`src/rtl/fifo_rsv_station.sv`:
```
module fifo_rsv_station #(
  parameter int DEPTH  = 4,
  parameter int TAG_W  = 4,
  parameter int DATA_W = 16,
  parameter int OP_W   = 4,
  parameter int NFWD   = 2
) (
  input  logic                   clk,
  input  logic                   rst_n,
  input  logic                   flush,
  input  logic                   disp_valid,
  output logic                   disp_ready,
  input  logic [OP_W-1:0]        disp_op,
  input  logic                   disp_a_rdy,
  input  logic [TAG_W-1:0]       disp_a_tag,
  input  logic [DATA_W-1:0]      disp_a_val,
  input  logic                   disp_b_rdy,
  input  logic [TAG_W-1:0]       disp_b_tag,
  input  logic [DATA_W-1:0]      disp_b_val,
  input  logic [NFWD-1:0]        fwd_valid,
  input  logic [NFWD*TAG_W-1:0]  fwd_tag,
  input  logic [NFWD*DATA_W-1:0] fwd_data,
  input  logic                   unit_free,
  output logic                   iss_valid,
  output logic [OP_W-1:0]        iss_op,
  output logic [DATA_W-1:0]      iss_a,
  output logic [DATA_W-1:0]      iss_b
);
  localparam int PTR_W = $clog2(DEPTH);
  localparam int CNT_W = $clog2(DEPTH + 1);

  logic [OP_W-1:0]   op_q [DEPTH];
  logic [TAG_W-1:0]  at_q [DEPTH];
  logic [TAG_W-1:0]  bt_q [DEPTH];
  logic [DATA_W-1:0] ad_q [DEPTH];
  logic [DATA_W-1:0] bd_q [DEPTH];
  logic [DEPTH-1:0]  av_q, bv_q;
  logic [PTR_W-1:0]  head_q;
  logic [CNT_W-1:0]  cnt_q;

  function automatic logic [DATA_W:0] snoop(input logic [TAG_W-1:0] tag);
    logic [DATA_W:0] r;
    r = '0;
    for (int k = NFWD - 1; k >= 0; k--)
      if (fwd_valid[k] && fwd_tag[k*TAG_W +: TAG_W] == tag)
        r = {1'b1, fwd_data[k*DATA_W +: DATA_W]};
    return r;
  endfunction

  logic [DATA_W:0] in_a, in_b;
  logic [DATA_W:0] a_snp [DEPTH];
  logic [DATA_W:0] b_snp [DEPTH];
  logic empty, full, take, head_ok, pop, bypass, push;
  logic [PTR_W-1:0] tail;

  assign in_a = disp_a_rdy ? {1'b1, disp_a_val} : snoop(disp_a_tag);
  assign in_b = disp_b_rdy ? {1'b1, disp_b_val} : snoop(disp_b_tag);

  always_comb
    for (int i = 0; i < DEPTH; i++) begin
      a_snp[i] = snoop(at_q[i]);
      b_snp[i] = snoop(bt_q[i]);
    end

  assign empty      = (cnt_q == '0);
  assign full       = (cnt_q == CNT_W'(DEPTH));
  assign disp_ready = !full;
  assign take       = disp_valid && !full && !flush;
  assign head_ok    = !empty && av_q[head_q] && bv_q[head_q];
  assign pop        = head_ok && unit_free && !flush;
  assign bypass     = empty && take && in_a[DATA_W] && in_b[DATA_W] && unit_free;
  assign push       = take && !bypass;
  assign tail       = head_q + PTR_W'(cnt_q);

  assign iss_valid = pop || bypass;
  assign iss_op    = bypass ? disp_op            : op_q[head_q];
  assign iss_a     = bypass ? in_a[DATA_W-1:0]   : ad_q[head_q];
  assign iss_b     = bypass ? in_b[DATA_W-1:0]   : bd_q[head_q];

  always_ff @(posedge clk or negedge rst_n) begin
    if (!rst_n) begin
      head_q <= '0;
      cnt_q  <= '0;
      av_q   <= '0;
      bv_q   <= '0;
      for (int i = 0; i < DEPTH; i++) begin
        op_q[i] <= '0;
        at_q[i] <= '0;
        bt_q[i] <= '0;
        ad_q[i] <= '0;
        bd_q[i] <= '0;
      end
    end else if (flush) begin
      cnt_q <= '0;
      av_q  <= '0;
      bv_q  <= '0;
    end else begin
      for (int i = 0; i < DEPTH; i++) begin
        if (!av_q[i] && a_snp[i][DATA_W]) begin
          av_q[i] <= 1'b1;
          ad_q[i] <= a_snp[i][DATA_W-1:0];
        end
        if (!bv_q[i] && b_snp[i][DATA_W]) begin
          bv_q[i] <= 1'b1;
          bd_q[i] <= b_snp[i][DATA_W-1:0];
        end
      end
      if (push) begin
        op_q[tail] <= disp_op;
        av_q[tail] <= in_a[DATA_W];
        at_q[tail] <= disp_a_tag;
        ad_q[tail] <= in_a[DATA_W-1:0];
        bv_q[tail] <= in_b[DATA_W];
        bt_q[tail] <= disp_b_tag;
        bd_q[tail] <= in_b[DATA_W-1:0];
      end
      if (pop) head_q <= head_q + PTR_W'(1);
      if (push && !pop)      cnt_q <= cnt_q + CNT_W'(1);
      else if (pop && !push) cnt_q <= cnt_q - CNT_W'(1);
    end
  end
endmodule

```
`config.mk`:
```
export PLATFORM = sky130hd
export DESIGN_NAME = fifo_rsv_station
export DESIGN_NICKNAME = d
export VERILOG_FILES = /design/src/rtl/fifo_rsv_station.sv
export SDC_FILE = /design/constraint.sdc
export NUM_CORES = 1
export LEC_CHECK = 0
export BUFFER_PORTS_ARGS = -buffer_cell sky130_fd_sc_hd__buf_4
export CORE_MARGIN = 4
export CORE_UTILIZATION = 35
export CTS_BUF_LIST = sky130_fd_sc_hd__clkbuf_4 sky130_fd_sc_hd__clkbuf_8
export CTS_CLUSTER_SIZE = 14
export DETAILED_ROUTE_END_ITERATION = 10
export GPL_ROUTABILITY_DRIVEN = 0
export PLACE_DENSITY = 0.55
export SLEW_MARGIN = 15
export SYNTH_ARGS = -nofsm -noshare
export SYNTH_HDL_FRONTEND = slang
export SYNTH_SLANG_ARGS = --single-unit
```
`constraint.sdc`:
```
create_clock -name clk -period 2.8 [get_ports clk]
set_input_delay 0.14 -clock clk [delete_from_list [all_inputs] [get_ports clk]]
set_output_delay 0.14 -clock clk [all_outputs]
set_load 0.02 [all_outputs]
```
==> results of run 1 <==
[layout make-up]
cell class	count	area (µm²)	share of cell area
Antenna cell	2	5.00	0.000323
Tap cell	511	639	0.0413
Sequential cell	189	4730	0.306
Clock buffer	18	241	0.0156
Inverter	13	48.8	0.00315
Timing Repair Buffer	203	1770	0.115
Clock inverter	14	196	0.0127
Multi-Input combinational cell	1170	7840	0.506
[through the flow]
stage               cells  total power [mW]  setup WS [ns]   util
floorplan            1536              8.42          0.313      -
global placement     2075              10.2          0.222  0.397
detailed placement   2075              10.3          0.154  0.397
CTS                  2118              12.4        0.00439  0.411
global route         2120              13.2        0.00349  0.412
finish               2120              12.3         0.0850  0.412
[what timing repair did]
action,CTS,global route
hold buffers,11,0
gates resized for setup,1,4
pin swaps,0,0
endpoints found under the setup margin,1,18
hold endpoints to repair,116,0
gates cloned,0,0
[per-layer routing]
| metal | up-vias | global-route usage |
|---|---|---|
| li1 | 5492 | - |
| met1 | 5809 | 0.305 |
| met2 | 450 | 0.350 |
| met3 | 71 | 0.0414 |
| met4 | 0 | 0.0730 |
| met5 | - | 0 |
[synth_stat cells (all sizes together) (2+ instances only)]
master    n  share of area
nand2   317          0.090
dfrtp   189           0.36
o21ai   156          0.059
mux2i   146           0.11
a21oi    97          0.036
nor2     94          0.027
clkbuf   85          0.024
buf      79          0.035
o211ai   65          0.045
xor2     58          0.038
mux4     36          0.061
o22ai    33          0.016
nor4     26          0.014
xnor2    25          0.016
nand3    24         0.0098
mux2     20          0.017
a31oi    17         0.0080
or2      16         0.0075
inv      13         0.0037
nor3     11         0.0041
o211a     4         0.0030
and3      3         0.0014
nand2b    3         0.0014
a21o      2         0.0011
nand4     2         0.0019
nor2b     2        0.00094
nor3b     2         0.0028
[worst max-delay path, stage by stage]
cell and delay (ns):
dlygate4sd3_1 0.54, buf_4 0.17, xnor2_1 0.13, nand2_1 0.10
nor4_4 0.34, buf_4 0.36, a31oi_1 0.20, o21ai_0 0.36
buf_4 0.21
[power groups by stage]
stage / clock network (mW) / logic (mW) / registers (mW)
floorplan: 0 / 3.94 / 4.48
global placement: 0 / 5.42 / 4.75
detailed placement: 0 / 5.53 / 4.77
CTS: 2.12 / 5.55 / 4.73
global route: 2.23 / 6.10 / 4.88
finish: 2.07 / 5.53 / 4.74
[sequential cells by signal, indices dropped and copies added (netlist names)]
register,count
at_q,16
cnt_q,3
bd_q,64
bv_q,4
ad_q,64
op_q,16
av_q,4
bt_q,16
head_q,2
[worst paths after layout]
path | from | endpoint | cells past startpoint
max | disp_b_tag[2] | iss_b[6] | 9
min | disp_a_tag[3] | at_q[15]$_DFFE_PN0P_ | 3
max reg2reg | cnt_q[1]$_DFFE_PN0P_ | cnt_q[2]$_DFFE_PN0P_ | 10
min reg2reg | op_q[3]$_DFFE_PN0P_ | op_q[3]$_DFFE_PN0P_ | 2
max in group asynchronous | rst_n | ad_q[46]$_DFFE_PN0N_ | 3
min in group asynchronous | rst_n | bd_q[42]$_DFFE_PN0N_ | 2
[kinds of logic (layout without fill, tap and decap cells)]
logic type / after synthesis / in the layout
AOI/OAI and AO/OA: 381 / 381
xor gates and xnor gates: 83 / 83
adders and majority gates: 2 / 2
buffers and inverters: 177 / 248
DFF: 189 / 189
muxes: 202 / 202
other: 0 / 2
and+or+nand+nor: 502 / 502
==> run_results.csv, run 1 <==
group,metric,value,unit
setup_path,endpoint_kind,"output port",
layout,final_common_cell,"nand2_1",
clock_network,htree_levels,4,
timing,hold_viol_final,0,
route,drt_pre_antenna_iters,6,
global_routing,track_usage,0.221,
die,die_h,203,µm
layout,final_cell_mix,"nand2_1, dfrtp_1, buf_4, mux2i_1, a21oi_1",
route,highest_layer,"met4",
global_routing,grt_pass1_vias,11321,
synth,avgSynthCellArea,8.66,µm²
clock_network,clk_pin_slew,0.10,ns
die,die_x,203,µm
synth,async_reset_ff_frac,1.00,
timing,setup_violations,0,
power_and_ir_drop,swShare,0.400,
timing,hold_ws,0.0379,ns
placement,placedInstanceArea,14900,µm²
run,cap_violations,0,
power_and_ir_drop,clockPowerShare,0.168,
route,final_antenna_net_count,0,
synth,synth-seq-area-share,0.355,
clock_network,cts.sinks,189,
synth,synth_cell_types,51,
setup_path,arrival,2.58,ns
synth,synth_simple_gate_area_frac,0.162,
power_and_ir_drop,pwr-share-seq,0.384,
layout,n_fill_cell,3763,
timing,relSlewSlack,0.477,
setup_path,cp_max_fo,17,
placement,io_buffers,130,
route,dr_total_vias,11822,
setup_path,rrSetupSlack,0.36,ns
route,drt-initial-drc-count,1071,
synth,synth_edf_count,0,
die,start_util,0.354,
route,m1WireLength,20400,µm
clock_network,clkLatencyLatePin,0.50,ns
synth,synth_xor_area_frac,0.0546,
route,drc,0,
placement,post-dp-hpwl,31100,µm
synth,synth-seq-cells,189,
synth,syn_area,13300,µm²
route,wl_met2,21400,µm
synth,synth_top_family_by_area,"multiplexers",
setup_path,start_kind,"input port",
die,core,37600,µm²
timing,maxClockFrequency,368,MHz
layout,fin_nets,1689,
timing,fin_crit,2.72,ns
timing,drv_slew,0,
route,met3_length,3150,µm
timing,finClkSkew,0.0193,ns
timing,fin_tns_setup,0,ns
global_routing,grt_overflow,0,
synth,synth_compound_area_frac,0.175,
global_routing,grt_max_degree,79,
die,placementRows,71,
power_and_ir_drop,p_switching,4.94,mW
outcome,outcome,"finished, final reports clean",
power_and_ir_drop,comb_power_share,0.448,
synth,synth_cells,1536,
global_routing,grt_pass1_wl,70700,µm
timing,tightest_slew,0.778,ns
die,ioPinCount,131,
timing,rsz0062_at_grt,"false",
route,wirelength,46300,µm
route,post_drt_wl_per_cell,21.8,µm
synth,yosysWarnings,0,
synth,synth-adder-area-share,0.00244,
clock_network,cts_max_path_buffers,2,
route,vias_per_cell,5.58,
layout,synthToLayoutAreaGrowth,16.3,%
setup_path,crit_required,2.66,ns
hold_path,hp-class,"input port to flop",
clock_network,cts_buffers,17,
die,design.die.area,41200,µm²
power_and_ir_drop,leakage,6.20,nW
power_and_ir_drop,internal-power,7.41,mW
layout,final_area,15500,µm²
synth,synthFlopType,"dfrtp_1",
power_and_ir_drop,vdd_drop_max,0.327,mV
synth,synth_nets,1631,
clock_network,cts_tree,"done",
global_routing,antenna_found_initial,2,
layout,drive_gt1_frac,0.216,
synth,synthMuxAreaShare,0.188,
power_and_ir_drop,power_density,798,nW/µm²
setup_path,critPathKind,"input port to output port",
clock_network,root_buffer,"clkbuf_8",
timing,fin_crit_sh,0.970,
clock_network,post-cts-setup-buffer-count,0,
Power figures use the tool's default switching activity.
==> run 2, diff against run 1 <==
Settings changed: CORE_MARGIN 4 to 10, SETUP_SLACK_MARGIN from default to 0.4.
==> run 2 against run 1 <==
  * Worst hold slack improved by 0.0054 ns
  * Global-route usage is 1.9 points lower
  * Sequential cell count stayed put
  * Clock power is essentially flat
  * Largest power group unchanged
  * Final area increased by 4.5%
  * Cell count grew 1.3%
==> run_results.csv, run 2 (synthesis results as in run 1) <==
group,metric,value,unit
timing,setup_violations,0,
setup_path,worstSetupStartpoint,"cnt_q[0]$_DFFE_PN0P_",
power_and_ir_drop,leakage,6.45,nW
global_routing,use_met1,0.268,
route,final_antenna_net_count,0,
hold_path,min_from,"disp_a_tag[3]",
setup_path,endpoint_kind,"output port",
power_and_ir_drop,pwr-share-seq,0.373,
setup_path,critPathKind,"flop to output port",
setup_path,rr_startpoint,"cnt_q[0]$_DFFE_PN0P_",
setup_path,crit_required,2.66,ns
setup_path,cp_max_fo,16,
timing,fin_crit,2.49,ns
placement,post-dp-hpwl,32300,µm
global_routing,grt.met2_usage,0.325,
timing,fin_crit_sh,0.889,
clock_network,cts_tree,"done",
route,post_drt_wl_per_cell,22.6,µm
route,drc,0,
timing,rsz0062_at_grt,"true",
route,drt-initial-drc-count,1002,
setup_path,path_cells,"nor3_4, nand3_2, inv_2, o21a_4, nand2_8, o22ai_1, a21oi_2, buf_4",
power_and_ir_drop,p_switching,5.10,mW
setup_path,slowest_stage,"dfrtp_2",
die,die_x,215,µm
layout,fin_nets,1717,
clock_network,htree_levels,4,
timing,drv_slew,0,
layout,final-seq-area,4730,µm²
power_and_ir_drop,internal-power,7.61,mW
clock_network,clk_pin_slew,0.10,ns
layout,final_cell_mix,"nand2_1, dfrtp_1, buf_4, mux2i_1, nor2_1",
placement,placedInstanceArea,15000,µm²
timing,fin_tns_setup,0,ns
run,cap_violations,0,
layout,n_fill_cell,3677,
power_and_ir_drop,comb_power_share,0.462,
setup_path,start_kind,"flop",
timing,relSlewSlack,0.501,
global_routing,grt_max_degree,84,
layout,final_area,16200,µm²
global_routing,grt_pass1_wl,73500,µm
power_and_ir_drop,clockPowerShare,0.165,
setup_path,critPathTopFamily,"compound AO/OA/AOI/OAI gates",
setup_path,worst-path-buf-inv,2,
timing,finClkSkew,0.0182,ns
power_and_ir_drop,vdd_drop_max,0.378,mV
route,vias_per_cell,5.64,
layout,drive_gt1_frac,0.256,
timing,hold_viol_final,0,
die,design.die.area,46200,µm²
clock_network,cts_buffers,17,
clock_network,root_buffer,"clkbuf_8",
timing,tightest_slew,0.741,ns
layout,multi_input_area,8110,µm²
outcome,outcome,"finished, final reports clean",
clock_network,cts.sinks,189,
power_and_ir_drop,swShare,0.401,
power_and_ir_drop,power_density,786,nW/µm²
global_routing,grt_overflow,0,
die,start_util,0.354,
route,dr_total_vias,12114,
layout,synthToLayoutAreaGrowth,21.5,%
global_routing,top_usage_layer,"met2",
die,ioPinCount,131,
hold_path,hp-class,"input port to flop",
global_routing,track_usage,0.202,
route,drt_pre_antenna_iters,6,
die,placementRows,71,
global_routing,grt_use_met3,0.0323,
clock_network,clkLatencyLatePin,0.50,ns
layout,final_common_cell,"nand2_1",
global_routing,grt_pass1_vias,11820,
route,wirelength,48500,µm
die,die_h,215,µm
placement,io_buffers,130,
timing,maxClockFrequency,402,MHz
clock_network,cts_max_path_buffers,2,
setup_path,crit_path_max_incr_delay,0.45,ns
die,core,37600,µm²
setup_path,arrival,2.35,ns
global_routing,antenna_found_initial,2,
layout,reg_top3,"ad_q (64), bd_q (64)",
-- run 2: metal layers --
layer | vias up | routed length, µm | part of all wire
li1 | 5544 | - | -
met1 | 6021 | 21000 | 0.43
met2 | 469 | 23200 | 0.48
met3 | 80 | 3010 | 0.062
met4 | 0 | 1310 | 0.027
met5 | - | 0 | 0
-- run 2: worst paths after layout --
path / end / slack, ns / cells after the start
max: iss_a[14] / 0.31 / 8
min: at_q[7]$_DFFE_PN0P_ / 0.04 / 3
max reg2reg: cnt_q[2]$_DFFE_PN0P_ / 0.43 / 12
min reg2reg: op_q[12]$_DFFE_PN0P_ / 0.49 / 2
max in group asynchronous: bd_q[25]$_DFFE_PN0N_ / 1.78 / 3
min in group asynchronous: op_q[9]$_DFFE_PN0P_ / 0.23 / 2
-- run 2: through the flow --
step / power, mW / setup WS [ns] / hold slack [ns] / utilization / instances
6_report: 12.7 / 0.310 / 0.0433 / 0.430 / 2148
5_1_grt: 13.5 / 0.220 / 0.0503 / 0.430 / 2148
4_1_cts: 12.5 / 0.255 / 0.0188 / 0.418 / 2126
3_5_place_dp: 10.3 / 0.173 / 0.256 / 0.399 / 2077
3_3_place_gp: 10.2 / 0.263 / 0.256 / 0.399 / 2077
2_1_floorplan: 8.43 / 0.410 / -0.156 / - / 1536
-- run 2: repair_timing --
action / CTS / global route
resized for setup: 28 / 64
pin swaps: 1 / 1
hold endpoints to repair: 121 / 0
hold buffers: 12 / 0
setup buffers: 5 / 16
cloned: 0 / 4
setup endpoints to repair: 100 / 111
-- run 2: power groups by stage --
stage               Sequential [mW]  Combinational, mW  Clock (mW)
CTS                            4.71               5.67        2.14
detailed placement             4.76               5.56           0
global placement               4.72               5.44           0
global route                   4.86               6.41        2.25
finish                         4.74               5.88        2.09
floorplan                      4.48               3.95           0
-- run 2: final cells by class --
cell class	instances	share of cell area
Inverter	13	0.00302
Sequential cell	189	0.293
Timing Repair Buffer	231	0.135
Multi-Input combinational cell	1170	0.502
Clock buffer	18	0.0153
Clock inverter	14	0.0124
Tap cell	511	0.0395
Antenna cell	2	0.000310
-- run 2: tightest hold or removal path, cell delays in order --
cell and delay [ns]:
buf_4 0.14, inv_1 0.12, o21ai_0 0.10
